`src/rtl/sct_pkg.sv`:
```
// Shared sequencing state of the serial clock and select timer.
// Assumes nothing beyond a single clock domain.
package sct_pkg;
    typedef enum logic [2:0] {
        ST_IDLE  = 3'd0,
        ST_GAP   = 3'd1,
        ST_SETUP = 3'd2,
        ST_RUN   = 3'd3,
        ST_HOLD  = 3'd4,
        ST_DESEL = 3'd5
    } sct_state_e;
endpackage

```
`src/rtl/sct_cfg.sv`:
```
// Configuration shadow: copies the configuration inputs every clock while
// the block is disabled and freezes them while it is enabled. Also forms
// the active-low select pattern from the select field and the decoder mode.
// Assumes the select field is CS_W bits wide and doubles as a device index.
module sct_cfg #(
    parameter int DIV_W = 4,
    parameter int CS_W  = 4,
    parameter int DLY_W = 8
) (
    input  logic             clk,
    input  logic             rst_n,
    input  logic             enable,
    input  logic [DIV_W-1:0] in_div,
    input  logic             in_cpol,
    input  logic             in_cpha,
    input  logic [CS_W-1:0]  in_sel,
    input  logic             in_decode,
    input  logic [DLY_W-1:0] in_setup,
    input  logic [DLY_W-1:0] in_hold,
    input  logic [DLY_W-1:0] in_desel,
    input  logic [DLY_W-1:0] in_gap,
    output logic [DIV_W-1:0] div,
    output logic             cpol,
    output logic             cpha,
    output logic [DLY_W-1:0] d_setup,
    output logic [DLY_W-1:0] d_hold,
    output logic [DLY_W-1:0] d_desel,
    output logic [DLY_W-1:0] d_gap,
    output logic [CS_W-1:0]  pat
);
    logic [CS_W-1:0] sel_q;
    logic            decode_q;
    logic [CS_W-1:0] onehot_n;

    // Shadow copy, open only while disabled.
    always_ff @(posedge clk) begin
        if (!rst_n) begin
            div      <= '0;
            cpol     <= 1'b0;
            cpha     <= 1'b0;
            sel_q    <= '0;
            decode_q <= 1'b0;
            d_setup  <= '0;
            d_hold   <= '0;
            d_desel  <= '0;
            d_gap    <= '0;
        end else if (!enable) begin
            div      <= in_div;
            cpol     <= in_cpol;
            cpha     <= in_cpha;
            sel_q    <= in_sel;
            decode_q <= in_decode;
            d_setup  <= in_setup;
            d_hold   <= in_hold;
            d_desel  <= in_desel;
            d_gap    <= in_gap;
        end
    end

    // One active-low line per index match; out-of-range index selects none.
    for (genvar i = 0; i < CS_W; i++) begin : g_onehot
        assign onehot_n[i] = (sel_q != CS_W'(i));
    end

    // Pick raw field or decoded index.
    always_comb begin
        pat = decode_q ? sel_q : onehot_n;
    end

    AST_CFG_FROZEN: assert property (@(posedge clk) disable iff (!rst_n)
        $past(enable) |-> $stable({div, cpol, cpha, sel_q, decode_q,
                                   d_setup, d_hold, d_desel, d_gap}));
endmodule

```
`src/rtl/sct_sclk.sv`:
```
// Serial clock edge generator: while running, toggles the clock every
// div+1 reference cycles, counts edges and flags the final one, and
// strobes capture edges chosen by the phase bit. At rest it holds the
// polarity level. Assumes run and the configuration are stable while enabled.
module sct_sclk #(
    parameter int DIV_W = 4,
    parameter int LEN_W = 8
) (
    input  logic             clk,
    input  logic             rst_n,
    input  logic             run,
    input  logic             enable,
    input  logic [DIV_W-1:0] div,
    input  logic             cpol,
    input  logic             cpha,
    input  logic [LEN_W-1:0] len,
    output logic             sclk,
    output logic             cap_stb,
    output logic             last_edge
);
    localparam int CNT_W = LEN_W + 1;

    logic [DIV_W-1:0] hc;
    logic [CNT_W-1:0] cnt;
    logic             go;
    logic             tick;

    always_comb begin
        go        = run && enable;
        tick      = go && (hc == '0);
        last_edge = tick && (cnt == {len, 1'b1});
    end

    // Half-period counter, edge counter, clock level and capture strobe.
    always_ff @(posedge clk) begin
        if (!rst_n) begin
            hc      <= '0;
            cnt     <= '0;
            sclk    <= 1'b0;
            cap_stb <= 1'b0;
        end else if (!go) begin
            hc      <= div;
            cnt     <= '0;
            sclk    <= cpol;
            cap_stb <= 1'b0;
        end else if (tick) begin
            hc      <= div;
            cnt     <= cnt + 1'b1;
            sclk    <= ~sclk;
            cap_stb <= (cnt[0] == cpha);
        end else begin
            hc      <= hc - 1'b1;
            cap_stb <= 1'b0;
        end
    end

    AST_STB_ON_EDGE: assert property (@(posedge clk) disable iff (!rst_n)
        cap_stb |-> (sclk != $past(sclk)));
    AST_HALF_IN_RANGE: assert property (@(posedge clk) disable iff (!rst_n)
        go |-> (hc <= div));
    AST_SCLK_REST: assert property (@(posedge clk) disable iff (!rst_n)
        (!go && !$past(go) && $stable(cpol)) |-> (sclk == cpol));
endmodule

```
`src/rtl/sct_seq.sv`:
```
// Transaction sequencer: accepts a start while idle and enabled, then walks
// gap, setup, run, hold and deselect phases with one shared down-counter,
// and drives the registered select lines. Hold and deselect carry a fixed
// overhead of one serial period plus three and one reference cycles.
// Assumes last_edge comes from the edge generator while in the run phase.
module sct_seq #(
    parameter int DIV_W = 4,
    parameter int CS_W  = 4,
    parameter int DLY_W = 8,
    parameter int LEN_W = 8
) (
    input  logic             clk,
    input  logic             rst_n,
    input  logic             enable,
    input  logic             start,
    input  logic [LEN_W-1:0] len,
    input  logic [DIV_W-1:0] div,
    input  logic [DLY_W-1:0] d_setup,
    input  logic [DLY_W-1:0] d_hold,
    input  logic [DLY_W-1:0] d_desel,
    input  logic [DLY_W-1:0] d_gap,
    input  logic [CS_W-1:0]  pat,
    input  logic             last_edge,
    output logic             run,
    output logic [LEN_W-1:0] len_q,
    output logic [CS_W-1:0]  cs_n,
    output logic             idle
);
    import sct_pkg::*;

    localparam int TMR_W = DLY_W + DIV_W + 2;

    sct_state_e       st, nx;
    logic [TMR_W-1:0] tmr, tmr_nx;
    logic [TMR_W-1:0] hold_ld, desel_ld;
    logic [CS_W-1:0]  last_pat;
    logic             has_prev;
    logic             accept;
    logic             tz;

    // Reload values including the fixed overhead.
    always_comb begin
        hold_ld  = TMR_W'(d_hold)  + (TMR_W'(div) << 1) + TMR_W'(4);
        desel_ld = TMR_W'(d_desel) + (TMR_W'(div) << 1) + TMR_W'(2);
        accept   = enable && start && (st == ST_IDLE);
        tz       = (tmr == '0);
    end

    // Next phase and next timer value.
    always_comb begin
        nx     = st;
        tmr_nx = tz ? tmr : tmr - 1'b1;
        case (st)
            ST_IDLE: if (accept) begin
                if (has_prev && (pat != last_pat) && (d_gap != '0)) begin
                    nx     = ST_GAP;
                    tmr_nx = TMR_W'(d_gap) - 1'b1;
                end else begin
                    nx     = ST_SETUP;
                    tmr_nx = TMR_W'(d_setup);
                end
            end
            ST_GAP: if (tz) begin
                nx     = ST_SETUP;
                tmr_nx = TMR_W'(d_setup);
            end
            ST_SETUP: if (tz) nx = ST_RUN;
            ST_RUN: if (last_edge) begin
                nx     = ST_HOLD;
                tmr_nx = hold_ld;
            end
            ST_HOLD: if (tz) begin
                nx     = ST_DESEL;
                tmr_nx = desel_ld;
            end
            ST_DESEL: if (tz) nx = ST_IDLE;
            default: nx = ST_IDLE;
        endcase
        if (!enable) begin
            nx     = ST_IDLE;
            tmr_nx = '0;
        end
    end

    // Phase, timer and select registers.
    always_ff @(posedge clk) begin
        if (!rst_n) begin
            st <= ST_IDLE;
            tmr <= '0;
            cs_n <= '1;
        end else begin
            st <= nx;
            tmr <= tmr_nx;
            cs_n <= (nx == ST_SETUP || nx == ST_RUN || nx == ST_HOLD) ? pat : '1;
        end
    end

    // Memory of the previous transaction's select pattern and length.
    always_ff @(posedge clk) begin
        if (!rst_n) begin
            has_prev <= 1'b0;
            last_pat <= '1;
            len_q    <= '0;
        end else if (accept) begin
            has_prev <= 1'b1;
            last_pat <= pat;
            len_q    <= len;
        end
    end

    always_comb begin
        run  = (st == ST_RUN);
        idle = (st == ST_IDLE);
    end

    AST_IDLE_DESELECTED: assert property (@(posedge clk) disable iff (!rst_n)
        idle |-> (&cs_n));
    AST_ABORT_CLEAN: assert property (@(posedge clk) disable iff (!rst_n)
        !enable |=> (idle && (&cs_n)));
    AST_CS_STEADY: assert property (@(posedge clk) disable iff (!rst_n)
        (run && $past(run)) |-> $stable(cs_n));
    AST_BUSY_START_IGNORED: assert property (@(posedge clk) disable iff (!rst_n)
        (!idle && enable && !$past(!enable)) |=> !idle || $past(st == ST_DESEL));
endmodule

```
`src/rtl/sclk_cs_timer.sv`:
```
// Top of the serial clock and select timer: configuration shadow,
// transaction sequencer and serial clock edge generator.
// Assumes configuration is changed only while enable is low.
module sclk_cs_timer #(
    parameter int DIV_W = 4,
    parameter int CS_W  = 4,
    parameter int DLY_W = 8,
    parameter int LEN_W = 8
) (
    input  logic             clk,
    input  logic             rst_n,
    input  logic             enable,
    input  logic [DIV_W-1:0] cfg_div,
    input  logic             cfg_cpol,
    input  logic             cfg_cpha,
    input  logic [CS_W-1:0]  cfg_sel,
    input  logic             cfg_decode,
    input  logic [DLY_W-1:0] cfg_setup_dly,
    input  logic [DLY_W-1:0] cfg_hold_dly,
    input  logic [DLY_W-1:0] cfg_desel_dly,
    input  logic [DLY_W-1:0] cfg_gap_dly,
    input  logic             xfer_start,
    input  logic [LEN_W-1:0] xfer_len,
    output logic             sclk,
    output logic [CS_W-1:0]  cs_n,
    output logic             cap_stb,
    output logic             idle
);
    logic [DIV_W-1:0] div;
    logic             cpol, cpha;
    logic [DLY_W-1:0] d_setup, d_hold, d_desel, d_gap;
    logic [CS_W-1:0]  pat;
    logic             run, last_edge;
    logic [LEN_W-1:0] len_q;

    sct_cfg #(.DIV_W(DIV_W), .CS_W(CS_W), .DLY_W(DLY_W)) i_cfg (
        .clk(clk), .rst_n(rst_n), .enable(enable),
        .in_div(cfg_div), .in_cpol(cfg_cpol), .in_cpha(cfg_cpha),
        .in_sel(cfg_sel), .in_decode(cfg_decode),
        .in_setup(cfg_setup_dly), .in_hold(cfg_hold_dly),
        .in_desel(cfg_desel_dly), .in_gap(cfg_gap_dly),
        .div(div), .cpol(cpol), .cpha(cpha),
        .d_setup(d_setup), .d_hold(d_hold), .d_desel(d_desel), .d_gap(d_gap),
        .pat(pat)
    );

    sct_seq #(.DIV_W(DIV_W), .CS_W(CS_W), .DLY_W(DLY_W), .LEN_W(LEN_W)) i_seq (
        .clk(clk), .rst_n(rst_n), .enable(enable),
        .start(xfer_start), .len(xfer_len), .div(div),
        .d_setup(d_setup), .d_hold(d_hold), .d_desel(d_desel), .d_gap(d_gap),
        .pat(pat), .last_edge(last_edge),
        .run(run), .len_q(len_q), .cs_n(cs_n), .idle(idle)
    );

    sct_sclk #(.DIV_W(DIV_W), .LEN_W(LEN_W)) i_sclk (
        .clk(clk), .rst_n(rst_n), .run(run), .enable(enable),
        .div(div), .cpol(cpol), .cpha(cpha), .len(len_q),
        .sclk(sclk), .cap_stb(cap_stb), .last_edge(last_edge)
    );
endmodule

```
`config.mk`:
```
export PLATFORM = sky130hd
export DESIGN_NAME = sclk_cs_timer
export DESIGN_NICKNAME = d
export VERILOG_FILES = /design/src/rtl/sct_pkg.sv /design/src/rtl/sct_cfg.sv /design/src/rtl/sct_sclk.sv /design/src/rtl/sct_seq.sv /design/src/rtl/sclk_cs_timer.sv
export SDC_FILE = /design/constraint.sdc
export NUM_CORES = 1
export LEC_CHECK = 0
export CAP_MARGIN = 20
export CORE_MARGIN = 1.5
export CORE_UTILIZATION = 45
export CTS_BUF_LIST = sky130_fd_sc_hd__clkbuf_16
export CTS_CLUSTER_SIZE = 40
export DETAILED_ROUTE_END_ITERATION = 10
export DONT_BUFFER_PORTS = 1
export PLACE_DENSITY = 0.63
export SETUP_SLACK_MARGIN = 0.4
export SLEW_MARGIN = 20
export SYNTH_ARGS = -nofsm -noshare
export SYNTH_HDL_FRONTEND = slang
export SYNTH_HIERARCHICAL = 1
export SYNTH_SLANG_ARGS = --single-unit
```
`constraint.sdc`:
```
create_clock -name clk -period 4 [get_ports clk]
set_clock_uncertainty 0.15 [all_clocks]
set_input_delay 0.8 -clock clk [delete_from_list [all_inputs] [get_ports clk]]
set_output_delay 0.8 -clock clk [all_outputs]
set_load 0.1 [all_outputs]
```
# [Word-level counts from Yosys, hierarchy flattened]
# Cells that the tools add are included.
[op_classes] n_addsub=8 mul=0 div=0 magnitude_cmp=0 n_eq_ne=15 shift=0 muxes=21 bitwise=1 n_reduce_logical=18
[op_table] op="14-bit 2-to-1 mux" count=6
[op_table] op="14-bit one-hot mux with 4 select lines" count=1
[op_table] op="3-bit 2-to-1 mux" count=7
[op_table] op="8-bit by 5-bit adder with 9-bit output" count=2
[op_table] op="3-bit one-hot mux with 6 select lines" count=1
[op_table] op="14-bit by 2-bit adder with 14-bit output (second input constant)" count=1
[op_table] op="14-bit by 3-bit adder with 14-bit output (second input constant)" count=1
[op_table] op="14-bit zero test" count=1
[op_table] op="14-bit by 1-bit subtractor with 14-bit output (second input constant)" count=1
[op_table] op="3-bit by 2-bit equality test with 1-bit output (second input constant)" count=4
[op_table] op="4-bit 2-to-1 mux" count=3
[op_table] op="9-bit by 1-bit adder with 9-bit output (second input constant)" count=1
[op_table] op="3-bit equality test (second input constant)" count=3
[op_table] op="9-bit equality test" count=1
[op_table] op="8-bit by 1-bit subtractor with 9-bit output (second input constant)" count=1
[op_table] op="4-bit by 2-bit inequality test with 1-bit output (second input constant)" count=2
[op_table] op="8-bit nonzero test" count=1
[op_table] op="1-bit logical AND" count=7
[op_table] op="2-bit AND reduction" count=3
[op_table] op="4-bit zero test" count=1
[op_table] op="4-bit by 1-bit inequality test with 1-bit output (second input constant)" count=1
[op_table] op="4-bit inequality test" count=1
[op_table] op="4-bit nonzero test" count=1
[op_table] op="4-bit by 1-bit subtractor with 4-bit output (second input constant)" count=1
[op_table] op="9 further kinds" count=11
[totals] reg_bits=92 latchBits=0 ramBits=0 mem_bits_ro=0 inputBits=55 output_inout_bits=7 word_cells=82 n_memories=0

# [Longest topological paths before layout]
# Gate-level depths: netlist of the first run.
[depth] word_depth=13 mapped_depth=14 ltp_nobuf=12

# [By module]
# The synthesis of the first run kept the hierarchy.
[by_module_without_submodules] module="sct_seq" n_inst=1 cells_each=355 area_per_inst_um2=2767.7 seq_area_each_um2=680.7
[by_module_without_submodules] module="sct_cfg" n_inst=1 cells_each=146 area_per_inst_um2=1725.4 seq_area_each_um2=860.8
[by_module_without_submodules] module="sct_sclk" n_inst=1 cells_each=98 area_per_inst_um2=847.1 seq_area_each_um2=300.3

# [Worst setup path after synthesis of the first run]
# No wires, ideal clock.
[synth_path] path_kind="reg2reg" from="register i_seq.st[2]" to="register i_seq.tmr[3]" setup_ns=0.075 arrival_ns=3.749 path_slack_ns=0.027 stages_incl_launch_ff=6 path_buffers=1 period_less_slack_ns=3.973 path_cell_list="dfxtp_1 > clkbuf_1 > nor3_1 > nand3_1 > a311o_1 > a31oi_1"
[synth_rtl] element="from (decl)" line="sct_seq.sv:33" text="sct_state_e st, nx;"
[synth_rtl] element="from (signal assigned)" line="sct_seq.sv:92" text="st <= nx;"
[synth_rtl] element="3-bit zero test (*)"
[synth_rtl] element="named net idle" line="sclk_cs_timer.sv:27" text="output logic idle"
[synth_rtl] element="1-bit logical AND" line="sct_seq.sv:45" text="accept = enable && start && (st == ST_IDLE);"
[synth_rtl] element="14-bit 2-to-1 mux" line="sct_seq.sv:54" text="ST_IDLE: if (accept) begin"
[synth_rtl] element="14-bit one-hot mux with 4 select lines (*)" line="sct_seq.sv:53" text="case (st)"
[synth_rtl] element="to (signal assigned)" line="sct_seq.sv:93" text="tmr <= tmr_nx;"
[synth_rtl] element="to (decl)" line="sct_seq.sv:34" text="logic [TMR_W-1:0] tmr, tmr_nx;"
# The timed path passes the listed nets; every way through them passes the cells marked *.
# A chain may end at the register's enable or synchronous reset.

# [Worst setup path in the final report of the first run]
[layout_path] from="register i_sclk.hc[0]" to="register i_seq.tmr[8]"
[layout_between] elab_chain_cells=5
[layout_rtl] element="from (decl)" line="sct_sclk.sv:23" text="logic [DIV_W-1:0] hc;"
[layout_rtl] element="from (signal assigned)" line="sct_sclk.sv:42" text="hc <= div;"
[layout_rtl] element="from (signal assigned)" line="sct_sclk.sv:47" text="hc <= div;"
[layout_rtl] element="from (signal assigned)" line="sct_sclk.sv:52" text="hc <= hc - 1'b1;"
[layout_rtl] element="4-bit zero test" line="sct_sclk.sv:30" text="tick = go && (hc == '0);"
[layout_rtl] element="1-bit logical AND" line="sct_sclk.sv:30"
[layout_rtl] element="1-bit logical AND" line="sct_sclk.sv:31" text="last_edge = tick && (cnt == {len, 1'b1});"
[layout_rtl] element="named net last_edge" line="sclk_cs_timer.sv:33" text="logic run, last_edge;"
[layout_rtl] element="14-bit 2-to-1 mux" line="sct_seq.sv:68" text="ST_RUN: if (last_edge) begin"
[layout_rtl] element="14-bit one-hot mux with 4 select lines" line="sct_seq.sv:53"
# The timed path passes the listed nets, and every way through them passes these cells.

==> results of run 1 <==
## power groups by stage
| stage | registers, mW | clock network, mW | logic, mW |
|---|---|---|---|
| after global placement | 1.17 | 0 | 1.63 |
| final | 1.16 | 0.848 | 1.69 |
| after global routing | 1.18 | 0.907 | 1.87 |
| after detailed placement | 1.18 | 0 | 1.67 |
| after CTS | 1.16 | 0.868 | 1.68 |
| after floorplan | 1.14 | 0 | 1.39 |
## cell type report
cell class                      count  area (um2)  share of cell area (%)
Sequential cell                    92        1840                    32.4
Multi-Input combinational cell    450        3210                    56.5
Tap cell                          143         179                    3.15
Clock inverter                      7        67.6                    1.19
Clock buffer                        9         225                    3.96
Timing Repair Buffer                8        60.1                    1.06
Inverter                           27         101                    1.78
## path summary, 6_finish.rpt
path                   from              to  cells past startpoint
max reg2reg    i_sclk/hc[0]    i_seq/tmr[8]                     11
max            i_sclk/hc[0]    i_seq/tmr[8]                     11
min reg2reg  i_seq/has_prev  i_seq/has_prev                      1
min          i_seq/has_prev  i_seq/has_prev                      1
## metrics by stage
step | instance area, um2 | worst slack, ns | hold WS, ns | power, mW | instances
2_1_floorplan | 5350 | 0.577 | 0.290 | 2.52 | 599
3_3_place_gp | 5390 | 0.813 | 0.315 | 2.80 | 720
3_5_place_dp | 5390 | 0.750 | 0.321 | 2.84 | 720
4_1_cts | 5680 | 0.719 | 0.336 | 3.71 | 736
5_1_grt | 5680 | 0.496 | 0.358 | 3.95 | 736
6_report | 5680 | 0.713 | 0.328 | 3.70 | 736
## worst max-delay path, cell delays in order (launching register included)
cell and delay [ns]:
dfxtp_1 0.31, inv_1 0.09, ha_1 0.19, or3b_1 0.35
buf_4 0.20, or4_1 0.49, nor4_2 0.27, nand2_1 0.13
a221o_1 0.40, a211o_2 0.37, nand2_1 0.07, a41oi_1 0.11
## sequential cells by signal, indices dropped and copies added, names as in the netlist, 3 cells and up
register and cells:
i_cfg/d_gap 8, i_seq/tmr 14, i_cfg/d_setup 8, i_cfg/div 4
i_cfg/d_desel 8, i_sclk/hc 4, i_seq/cs_n 4, i_seq/st 3
i_seq/len_q 8, i_cfg/d_hold 8, i_cfg/sel_q 4, i_seq/last_pat 4
i_sclk/cnt 9
## cells by family (layout without fill, tap and decap cells)
| group | after synthesis | count (layout) | synth area share [%] |
|---|---|---|---|
| simple gates | 216 | 216 | 23.0 |
| compound gates | 122 | 122 | 15.1 |
| flops | 92 | 92 | 34.5 |
| buf+inv | 57 | 51 | 5.65 |
| mux | 53 | 53 | 10.1 |
| xor+xnor | 34 | 34 | 5.58 |
| fa+ha+maj | 25 | 25 | 6.14 |
## layer usage
layer	vias to the layer above	wire length (um)	global-route usage [%]	part of all wire, %
li1	2111	-	-	-
met1	2040	6000	27.7	44
met2	117	6450	37.8	48
met3	23	763	4.68	5.6
met4	0	297	8.69	2.2
met5	-	0	0	0
## layout by cell type, fill, tap and decap left out, drive strengths merged, types with 7 or more instances in the layout
cell,synthesis,final
nand2,54,54
xor2,19,19
inv,27,30
nor2,23,23
ha,23,23
nor3,13,13
buf,13,8
mux2i,48,48
nor2b,47,47
a21oi,36,36
a21boi,8,8
and2,7,7
xnor2,15,15
dfxtp,92,92
clkbuf,17,9
nor4,9,9
or4,7,7
o21ai,20,20
nand3,13,13
==> results.sh, run 1 <==
export IMPL_avgViaCountPerCell=5.83
export IMPL_relSlewSlack_pct=34.0
export IMPL_grt_first_pass_wirelength_mm=21.9
export IMPL_cts_tree="yes"
export IMPL_wl_mm=13.5
export IMPL_drc=0
export IMPL_ir_drop_v=0.000298
export IMPL_setup_worst_path_start_class="flop"
export IMPL_switchingPower_mw=1.46
export IMPL_powerDensity_nw_per_um2=650
export IMPL_p_leak_nw=2.29
export IMPL_cp_required_ns=4.05
export IMPL_hold_buffers=0
export IMPL_report_final_slew_viol_count=0
export IMPL_p_clk_share_pct=22.9
export IMPL_ioPinCount=62
export IMPL_routedWlPerCell_um=18.4
export IMPL_synth_top_area_share_pct=34.5
export IMPL_crit_fanout=18
export IMPL_clockBufferDepth=2
export IMPL_status="complete, no violations"
export IMPL_first_pass_iters=5
export IMPL_period_share_pct=82.2
export IMPL_grt_overflow_total=0
export IMPL_synth_main_ff_cell="dfxtp_1"
export IMPL_coreArea_um2=11500
export IMPL_drive_gt1_share_pct=7.42
export IMPL_grt_pass1_vias=4300
export IMPL_cts_setup_buffers=0
export IMPL_synth_cells=599
export IMPL_ys_ff_latch=92
export IMPL_h_tree_depth=3
export IMPL_comb_power_share_pct=45.7
export IMPL_dieArea_um2=12500
export IMPL_fp_row_count=39
export IMPL_async_reset_ff_share_pct=0
export IMPL_intPower_mw=2.24
export IMPL_maxCapViolCount=0
export IMPL_grt_max_degree=63
export IMPL_gr_usage_all_layers_pct=22.2
export IMPL_cts_resized=0
export IMPL_initial_core_util_pct=46.4
export IMPL_rsz0062_at_grt="no"
export IMPL_avgSynthCellArea_um2=8.92
export IMPL_die_h_um=112
export IMPL_ys_seq_area_share_pct=34.5
export IMPL_antenna_found_initial=0
export IMPL_hold_violations=0
export IMPL_vias=4291
export IMPL_yosysWarningCount=6
export IMPL_gp_congestion=0.915
export IMPL_synth_nets=679
export IMPL_setup_viol=0
export IMPL_worstSkewPairLatency_ns=0.35
export IMPL_critical_path_class="flop to flop"
export IMPL_die_x_um=112
export IMPL_cts_buffers=9
export IMPL_syn2layout_area_growth_pct=6.42
export IMPL_reg2reg_slack_ns=0.71
export IMPL_cp_arrival_ns=3.34
export IMPL_diodes=0
export IMPL_tightest_slew_ns=0.989
export IMPL_post_route_util_pct=49.3
export IMPL_synth_area_um2=5340
export IMPL_finalCriticalPeriod_ns=3.29
export IMPL_synth_edf_count=0
export IMPL_hold_path_class="flop to flop"
export IMPL_yosysTopAreaCell="dfxtp_1"
export IMPL_io_buffer_count=0
export IMPL_clock_fmax_mhz=304
export IMPL_drtIter0Drc=250
export IMPL_yosys_cell_types_count=67
export IMPL_dpl_hpwl_mm=10.0
export IMPL_antenna_left=0
export IMPL_worstSetupEndpointType="flop"
export IMPL_clkSlewWorstSetupHoldPaths_ns=0.06
export IMPL_switching_share_pct=39.5
export IMPL_power_frac_seq_pct=31.3
export IMPL_synthTopCellsByCount="92 x dfxtp_1, 54 x nand2_1, 48 x mux2i_1"
export IMPL_timing_setup_tns_ns=0
export IMPL_yosysMostFrequentCell="dfxtp_1"
export IMPL_fillers=1114
export IMPL_numClockSinks=92
export IMPL_root_buffer="clkbuf_16"
export IMPL_nets=668
export IMPL_ys_top_cells_by_area="dfxtp_1 34%, mux2i_1 9.0%, nor2b_1 5.5%"
(Power assumes the default switching activity.)
==> run 2: changes to the inputs <==
--- a/config.mk
+++ b/config.mk
@@ -5,6 +5,7 @@
 export SDC_FILE = /design/constraint.sdc
 export NUM_CORES = 1
 export LEC_CHECK = 0
+export ABC_AREA = 1
 export CAP_MARGIN = 20
 export CORE_MARGIN = 1.5
 export CORE_UTILIZATION = 45
==> constraint.sdc (replaced) <==
create_clock -name clk -period 3.37 [get_ports clk]
set_clock_uncertainty 0.15 [all_clocks]
set_input_delay 0.674 -clock clk [delete_from_list [all_inputs] [get_ports clk]]
set_output_delay 0.674 -clock clk [all_outputs]
set_load 0.1 [all_outputs]
==> run 2 against run 1 <==
Sequential share of layout area decreased by 0.32 points. Cell count increased by 27%. Setup slack got worse by 0.11 ns. Die area increased by 0.68%. Critical endpoint is now i_seq/cs_n[1].
==> results.sh, run 2 <==
export IMPL_hold_violations=0
export IMPL_rsz0062_at_grt="no"
export IMPL_coreArea_um2=11500
export IMPL_antenna_left=0
export IMPL_setup_viol=0
export IMPL_syn2layout_area_growth_pct=6.75
export IMPL_cts_buffers=9
export IMPL_fillers=1135
export IMPL_yosys_cell_types_count=47
export IMPL_wl_mm=13.3
export IMPL_ys_seq_area_share_pct=34.2
export IMPL_numClockSinks=92
export IMPL_yosysWarningCount=6
export IMPL_drive_gt1_share_pct=7.85
export IMPL_fp_row_count=39
export IMPL_switchingPower_mw=1.60
export IMPL_cp_slowest_cell="dfxtp_1"
export IMPL_synth_edf_count=0
export IMPL_hp_start="rst_n"
export IMPL_seqCellArea_um2=1840
export IMPL_synth_main_ff_cell="dfxtp_1"
export IMPL_cp_required_ns=3.46
export IMPL_reg2reg_from="i_seq/st[1]"
export IMPL_critical_path_class="flop to flop"
export IMPL_layout_common_cells="162 x nor2_1, 153 x nand2_1, 92 x dfxtp_1, 83 x o21ai_0, 79 x inv_1"
export IMPL_reg_top3="i_seq/tmr x14, i_sclk/cnt x9"
export IMPL_largest_reg_flops=14
export IMPL_power_frac_seq_pct=33.2
export IMPL_reg2reg_slack_ns=0.60
export IMPL_timing_setup_tns_ns=0
export IMPL_synth_cells=790
export IMPL_cp_cell_sequence="inv_1 -> nor2_2 -> nand2_1 -> inv_1 -> nand2_2 -> nor2_8 -> inv_4 -> nor2_2 -> nand3_1 -> nor2_4 -> inv_1 -> nor2_4 -> inv_1 -> a21oi_1 -> nand2_1 -> o21ai_4 -> nand2_1"
export IMPL_drc=0
export IMPL_routedWlPerCell_um=14.2
export IMPL_switching_share_pct=40.7
export IMPL_worstSetupEndpointType="flop"
export IMPL_synth_top_area_share_pct=34.2
export IMPL_report_final_slew_viol_count=0
export IMPL_root_buffer="clkbuf_16"
export IMPL_avgSynthCellArea_um2=6.81
export IMPL_status="complete, no violations"
export IMPL_p_leak_nw=2.61
export IMPL_gp_congestion=0.959
export IMPL_critical_path_buf_inv_count=5
export IMPL_setup_worst_path_start_class="flop"
export IMPL_regMostFlops="i_seq/tmr"
export IMPL_synth_nets=870
export IMPL_ys_ff_latch=92
export IMPL_cts_tree="yes"
export IMPL_avgViaCountPerCell=5.22
export IMPL_nets=865
export IMPL_ys_top_cells_by_area="dfxtp_1 34%, nor2_1 11%, nand2_1 11%"
export IMPL_multi_input_area_um2=3080
export IMPL_initial_core_util_pct=46.7
export IMPL_cp_arrival_ns=2.86
export IMPL_first_pass_iters=5
export IMPL_grt_overflow_total=0
export IMPL_placed_cell_area_um2=5420
export IMPL_period_share_pct=82.2
export IMPL_hold_path_class="primary input to flop"
export IMPL_synth_area_um2=5380
export IMPL_vias=4874
export IMPL_fin_area_um2=5740
export IMPL_worst_path_dominant_cell_family="simple AND/OR/NAND/NOR gates"
export IMPL_worstSkewPairLatency_ns=0.36
export IMPL_yosysMostFrequentCell="nor2_1"
export IMPL_powerDensity_nw_per_um2=685
export IMPL_grt_first_pass_wirelength_mm=22.0
export IMPL_dieArea_um2=12600
export IMPL_post_place_cells=916
export IMPL_grt_pass1_vias=4635
export IMPL_grt_max_degree=61
export IMPL_p_clk_share_pct=25.6
export IMPL_yosysTopAreaCell="dfxtp_1"
export IMPL_stdcell_count=933
export IMPL_final_common_cell="nor2_1"
export IMPL_finalCriticalPeriod_ns=2.77
export IMPL_hold_ws_ns=0.298
export IMPL_path_common_cell="inv_1"
export IMPL_dpl_hpwl_mm=10.1
export IMPL_cp_startpoint="i_seq/st[1]"
export IMPL_maxCapViolCount=0
export IMPL_layout_setup_ws_ns=0.599
export IMPL_relSlewSlack_pct=31.7
export IMPL_post_route_util_pct=49.8
export IMPL_clkSlewWorstSetupHoldPaths_ns=0.07
export IMPL_p_total_mw=3.93
export IMPL_diodes=0
export IMPL_clock_fmax_mhz=361
export IMPL_antenna_found_initial=0
export IMPL_intPower_mw=2.33
export IMPL_die_x_um=112
export IMPL_crit_fanout=5
export IMPL_cpPeakStageDelay_ns=0.37
export IMPL_gr_usage_all_layers_pct=22.0
export IMPL_tightest_slew_ns=1.02
export IMPL_dpl_worst_slack_ns=0.451
export IMPL_ir_drop_v=0.000424
export IMPL_die_h_um=112
export IMPL_drtIter0Drc=272
export IMPL_synthTopCellsByCount="162 x nor2_1, 153 x nand2_1, 92 x dfxtp_1"
export IMPL_comb_power_share_pct=41.2
export IMPL_h_tree_depth=3
export IMPL_io_buffer_count=0
export IMPL_async_reset_ff_share_pct=0
export IMPL_ioPinCount=62
export IMPL_clockBufferDepth=2
run 2: cell types whose count changed after synthesis, sizes merged, moves of 7 or more:
| cell | previous run | this run |
|---|---|---|
| inv | 27 | 83 |
| mux2i | 48 | 0 |
| nand2 | 54 | 159 |
| nand3 | 13 | 35 |
| nor2 | 23 | 180 |
| nor2b | 47 | 0 |
| nor3 | 13 | 6 |
| nor4 | 9 | 1 |
| o21ai | 20 | 89 |
| or4 | 7 | 0 |
| xnor2 | 15 | 6 |
run 2: kinds of logic (layout without fill, tap and decap cells):
logic type	Yosys count	after routing	share of synthesized area (%)
xor gates and xnor gates	22	22	3.58
AOI/OAI and AO/OA	148	148	15.2
and+or+nand+nor	399	399	32.0
adders and majority gates	25	25	6.10
buffers and inverters	104	104	8.89
DFF	92	92	34.2
run 2: cell type report:
type,count,share of cell area [%]
repair buffers,5,0.654
flip-flops and latches,92,32.1
clock inverters,7,1.18
multi-input cells,594,53.6
inverters,83,5.47
clock buffers,9,3.92
well taps,143,3.12
run 2: final timing paths:
| check | to | depth (start not counted) |
|---|---|---|
| worst max-delay path | i_seq/cs_n[1] | 17 |
| worst min-delay path | i_cfg/div[2] | 2 |
| worst max register to register | i_seq/cs_n[1] | 17 |
| worst min register to register | i_sclk/hc[0] | 1 |
run 2: power groups by stage:
stage                     combinational [mW]  sequential [mW]  clock (mW)
after floorplan                         1.39             1.30           0
after global placement                  1.57             1.33           0
after detailed placement                1.59             1.33           0
after CTS                               1.61             1.31        1.03
after global routing                    1.82             1.32        1.07
final                                   1.62             1.31        1.01
run 2: worst register-to-register path: stages, from the launching register on:
cell and delay, ns:
dfxtp_1 0.37, inv_1 0.09, nor2_2 0.12, nand2_1 0.15
inv_1 0.16, nand2_2 0.16, nor2_8 0.13, inv_4 0.04
nor2_2 0.06, nand3_1 0.11, nor2_4 0.15, inv_1 0.11
nor2_4 0.16, inv_1 0.12, a21oi_1 0.19, nand2_1 0.13
o21ai_4 0.20, nand2_1 0.08
run 2: timing repair:
action,CTS,global route
setup endpoints to repair,0,7
setup buffers,0,1
hold buffers,0,0
resized for setup,0,3
run 2: layer usage:
| layer | track usage, % | vias up | wire (um) |
|---|---|---|---|
| li1 | - | 2534 | - |
| met1 | 29.6 | 2206 | 6500 |
| met2 | 34.6 | 113 | 5840 |
| met3 | 3.78 | 21 | 555 |
| met4 | 10.3 | 0 | 366 |
| met5 | 0 | - | 0 |
==> run 3: changes to the inputs <==
==> constraint.sdc (replaced) <==
create_clock -name clk -period 2.9 [get_ports clk]
set_clock_uncertainty 0.15 [all_clocks]
set_input_delay 0.58 -clock clk [delete_from_list [all_inputs] [get_ports clk]]
set_output_delay 0.58 -clock clk [all_outputs]
set_load 0.1 [all_outputs]
==> run 3 against run 2 <==
Global-route usage is 0.33 points higher. Routed wire length rose by 1.2%. Cell count increased by 1.3%. Sequential share of layout area shrank 0.70 points. Clock-buffer cell count did not move. Critical path depth rose by 2. Fmax is 17% higher. Sequential power up 15%. Register-to-register slack got worse by 0.06 ns. Utilization up 1.2 points. Non-clock buffer count up 12. Via count is 1.7% higher.
==> results.sh, run 3 (synthesis results as in run 2) <==
export IMPL_status="complete, no violations"
export IMPL_layout_setup_ws_ns=0.534
export IMPL_p_leak_nw=2.68
export IMPL_root_buffer="clkbuf_16"
export IMPL_power_frac_seq_pct=33.2
export IMPL_path_common_cell="nand2_1"
export IMPL_finalCriticalPeriod_ns=2.37
export IMPL_maxCapViolCount=0
export IMPL_hold_violations=0
export IMPL_clockBufferDepth=2
export IMPL_grt_pass1_vias=4807
export IMPL_cp_arrival_ns=2.46
export IMPL_cts_buffers=9
export IMPL_ir_drop_v=0.000354
export IMPL_dieArea_um2=12600
export IMPL_ioPinCount=62
export IMPL_cpPeakStageDelay_ns=0.35
export IMPL_layout_common_cells="161 x nor2_1, 150 x nand2_1, 89 x dfxtp_1, 80 x o21ai_0, 77 x inv_1"
export IMPL_routedWlPerCell_um=14.2
export IMPL_grt_first_pass_wirelength_mm=22.6
export IMPL_p_clk_share_pct=25.3
export IMPL_largest_reg_flops=14
export IMPL_first_pass_iters=5
export IMPL_placed_cell_area_um2=5460
export IMPL_report_final_slew_viol_count=0
export IMPL_switchingPower_mw=1.83
export IMPL_h_tree_depth=3
export IMPL_antenna_left=0
export IMPL_clkSlewWorstSetupHoldPaths_ns=0.06
export IMPL_p_total_mw=4.55
export IMPL_fin_area_um2=5880
export IMPL_gr_usage_all_layers_pct=22.4
export IMPL_period_share_pct=81.6
export IMPL_cp_slowest_cell="dfxtp_2"
export IMPL_clock_fmax_mhz=423
export IMPL_drive_gt1_share_pct=11.3
export IMPL_avgViaCountPerCell=5.25
export IMPL_setup_worst_path_start_class="flop"
export IMPL_cp_cell_sequence="inv_1 -> nor2_2 -> nand2_2 -> inv_2 -> nand2_4 -> nor2_8 -> inv_4 -> nor2_2 -> nand3_2 -> nor2_4 -> buf_4 -> buf_4 -> o21ai_1 -> nor2_1 -> nand2_1 -> nand2_1 -> nand2_1 -> nand2_1 -> inv_1"
export IMPL_die_x_um=112
export IMPL_dpl_worst_slack_ns=0.133
export IMPL_cts_tree="yes"
export IMPL_met2_usage_pct=35.8
export IMPL_dpl_hpwl_mm=10.2
export IMPL_syn2layout_area_growth_pct=9.35
export IMPL_final_common_cell="nor2_1"
export IMPL_fp_row_count=39
export IMPL_met3_usage_pct=3.78
export IMPL_worst_path_dominant_cell_family="simple AND/OR/NAND/NOR gates"
export IMPL_critical_path_class="flop to flop"
export IMPL_antenna_found_initial=0
export IMPL_cp_required_ns=3.00
export IMPL_rsz0062_at_grt="no"
export IMPL_hold_path_class="primary input to flop"
export IMPL_powerDensity_nw_per_um2=774
export IMPL_reg_top3="i_seq/tmr x14, i_sclk/cnt x9"
export IMPL_cp_startpoint="i_seq/st[1]"
export IMPL_vias=4959
export IMPL_post_route_util_pct=51.1
export IMPL_io_buffer_count=0
export IMPL_diodes=0
export IMPL_gp_congestion=0.898
export IMPL_timing_setup_tns_ns=0
export IMPL_reg2reg_from="i_seq/st[1]"
export IMPL_setup_viol=0
export IMPL_grt_max_degree=61
export IMPL_initial_core_util_pct=46.7
export IMPL_hp_start="rst_n"
export IMPL_switching_share_pct=40.3
export IMPL_drc=0
export IMPL_tightest_slew_ns=0.938
export IMPL_numClockSinks=92
export IMPL_hold_buffers=0
export IMPL_coreArea_um2=11500
export IMPL_comb_power_share_pct=41.5
export IMPL_critical_path_buf_inv_count=6
export IMPL_drtIter0Drc=298
export IMPL_grtUsageMet1_pct=30.2
export IMPL_wl_mm=13.4
export IMPL_worstSetupEndpointType="flop"
export IMPL_die_h_um=112
export IMPL_intPower_mw=2.72
export IMPL_worstSkewPairLatency_ns=0.35
export IMPL_nets=877
export IMPL_gr_max_usage_layer="met2"
export IMPL_fillers=1167
export IMPL_relSlewSlack_pct=37.4
export IMPL_grt_overflow_total=0
export IMPL_regMostFlops="i_seq/tmr"
export IMPL_crit_fanout=5
-- run 3: cell types whose count changed in the layout (fill, tap and decap cells not counted), sizes merged --
cell and delta:
buf +12
-- run 3: power groups by stage --
stage	Combinational, mW	Sequential (mW)	Clock (mW)
2_1_floorplan	1.61	1.51	0
3_3_place_gp	1.84	1.53	0
3_5_place_dp	1.86	1.54	0
4_1_cts	1.88	1.51	1.19
5_1_grt	2.17	1.53	1.25
6_report	1.89	1.51	1.15
-- run 3: path summary, 6_finish.rpt --
kind	endpoint	slack (ns)	cells after the start
min	i_cfg/d_gap[7]	0.22	2
max reg2reg	i_seq/tmr[11]	0.53	19
min reg2reg	i_sclk/hc[0]	0.28	1
max	i_seq/tmr[11]	0.53	19
-- run 3: layer usage --
layer	vias up	share of wire (%)	wire length, um
li1	2563	-	-
met1	2254	48	6500
met2	121	45	6050
met3	21	4.3	582
met4	0	2.2	293
met5	-	0	0
-- run 3: worst register-to-register path, delay by kind of cell, from the launching register on --
| family | cells | cell delay [ns] |
|---|---|---|
| AO/OA/AOI/OAI | 1 | 0.09 |
| buffers and inverters | 6 | 0.49 |
| flip-flops | 1 | 0.35 |
| AND/OR/NAND/NOR | 12 | 1.21 |
-- run 3: final cells by class --
cell class / count / area (um2) / share of cell area, %
well taps: 143 / 179 / 3.04
repair buffers: 17 / 128 / 2.17
clock buffers: 9 / 225 / 3.83
inverters: 83 / 314 / 5.34
clock inverters: 7 / 70.1 / 1.19
multi-input cells: 594 / 3120 / 53.0
flip-flops and latches: 92 / 1850 / 31.4
-- run 3: repair_timing --
action                                  CTS  global route
setup buffers                             3             5
pin swaps                                 3             8
gates resized for setup                   6            19
endpoints found under the setup margin   15            14
-- run 3: metrics by stage --
stage               std cells  hold slack (ns)
global placement          921            0.270
CTS                       940            0.204
global route              945            0.209
finish                    945            0.217
floorplan                 790            0.255
detailed placement        921            0.270
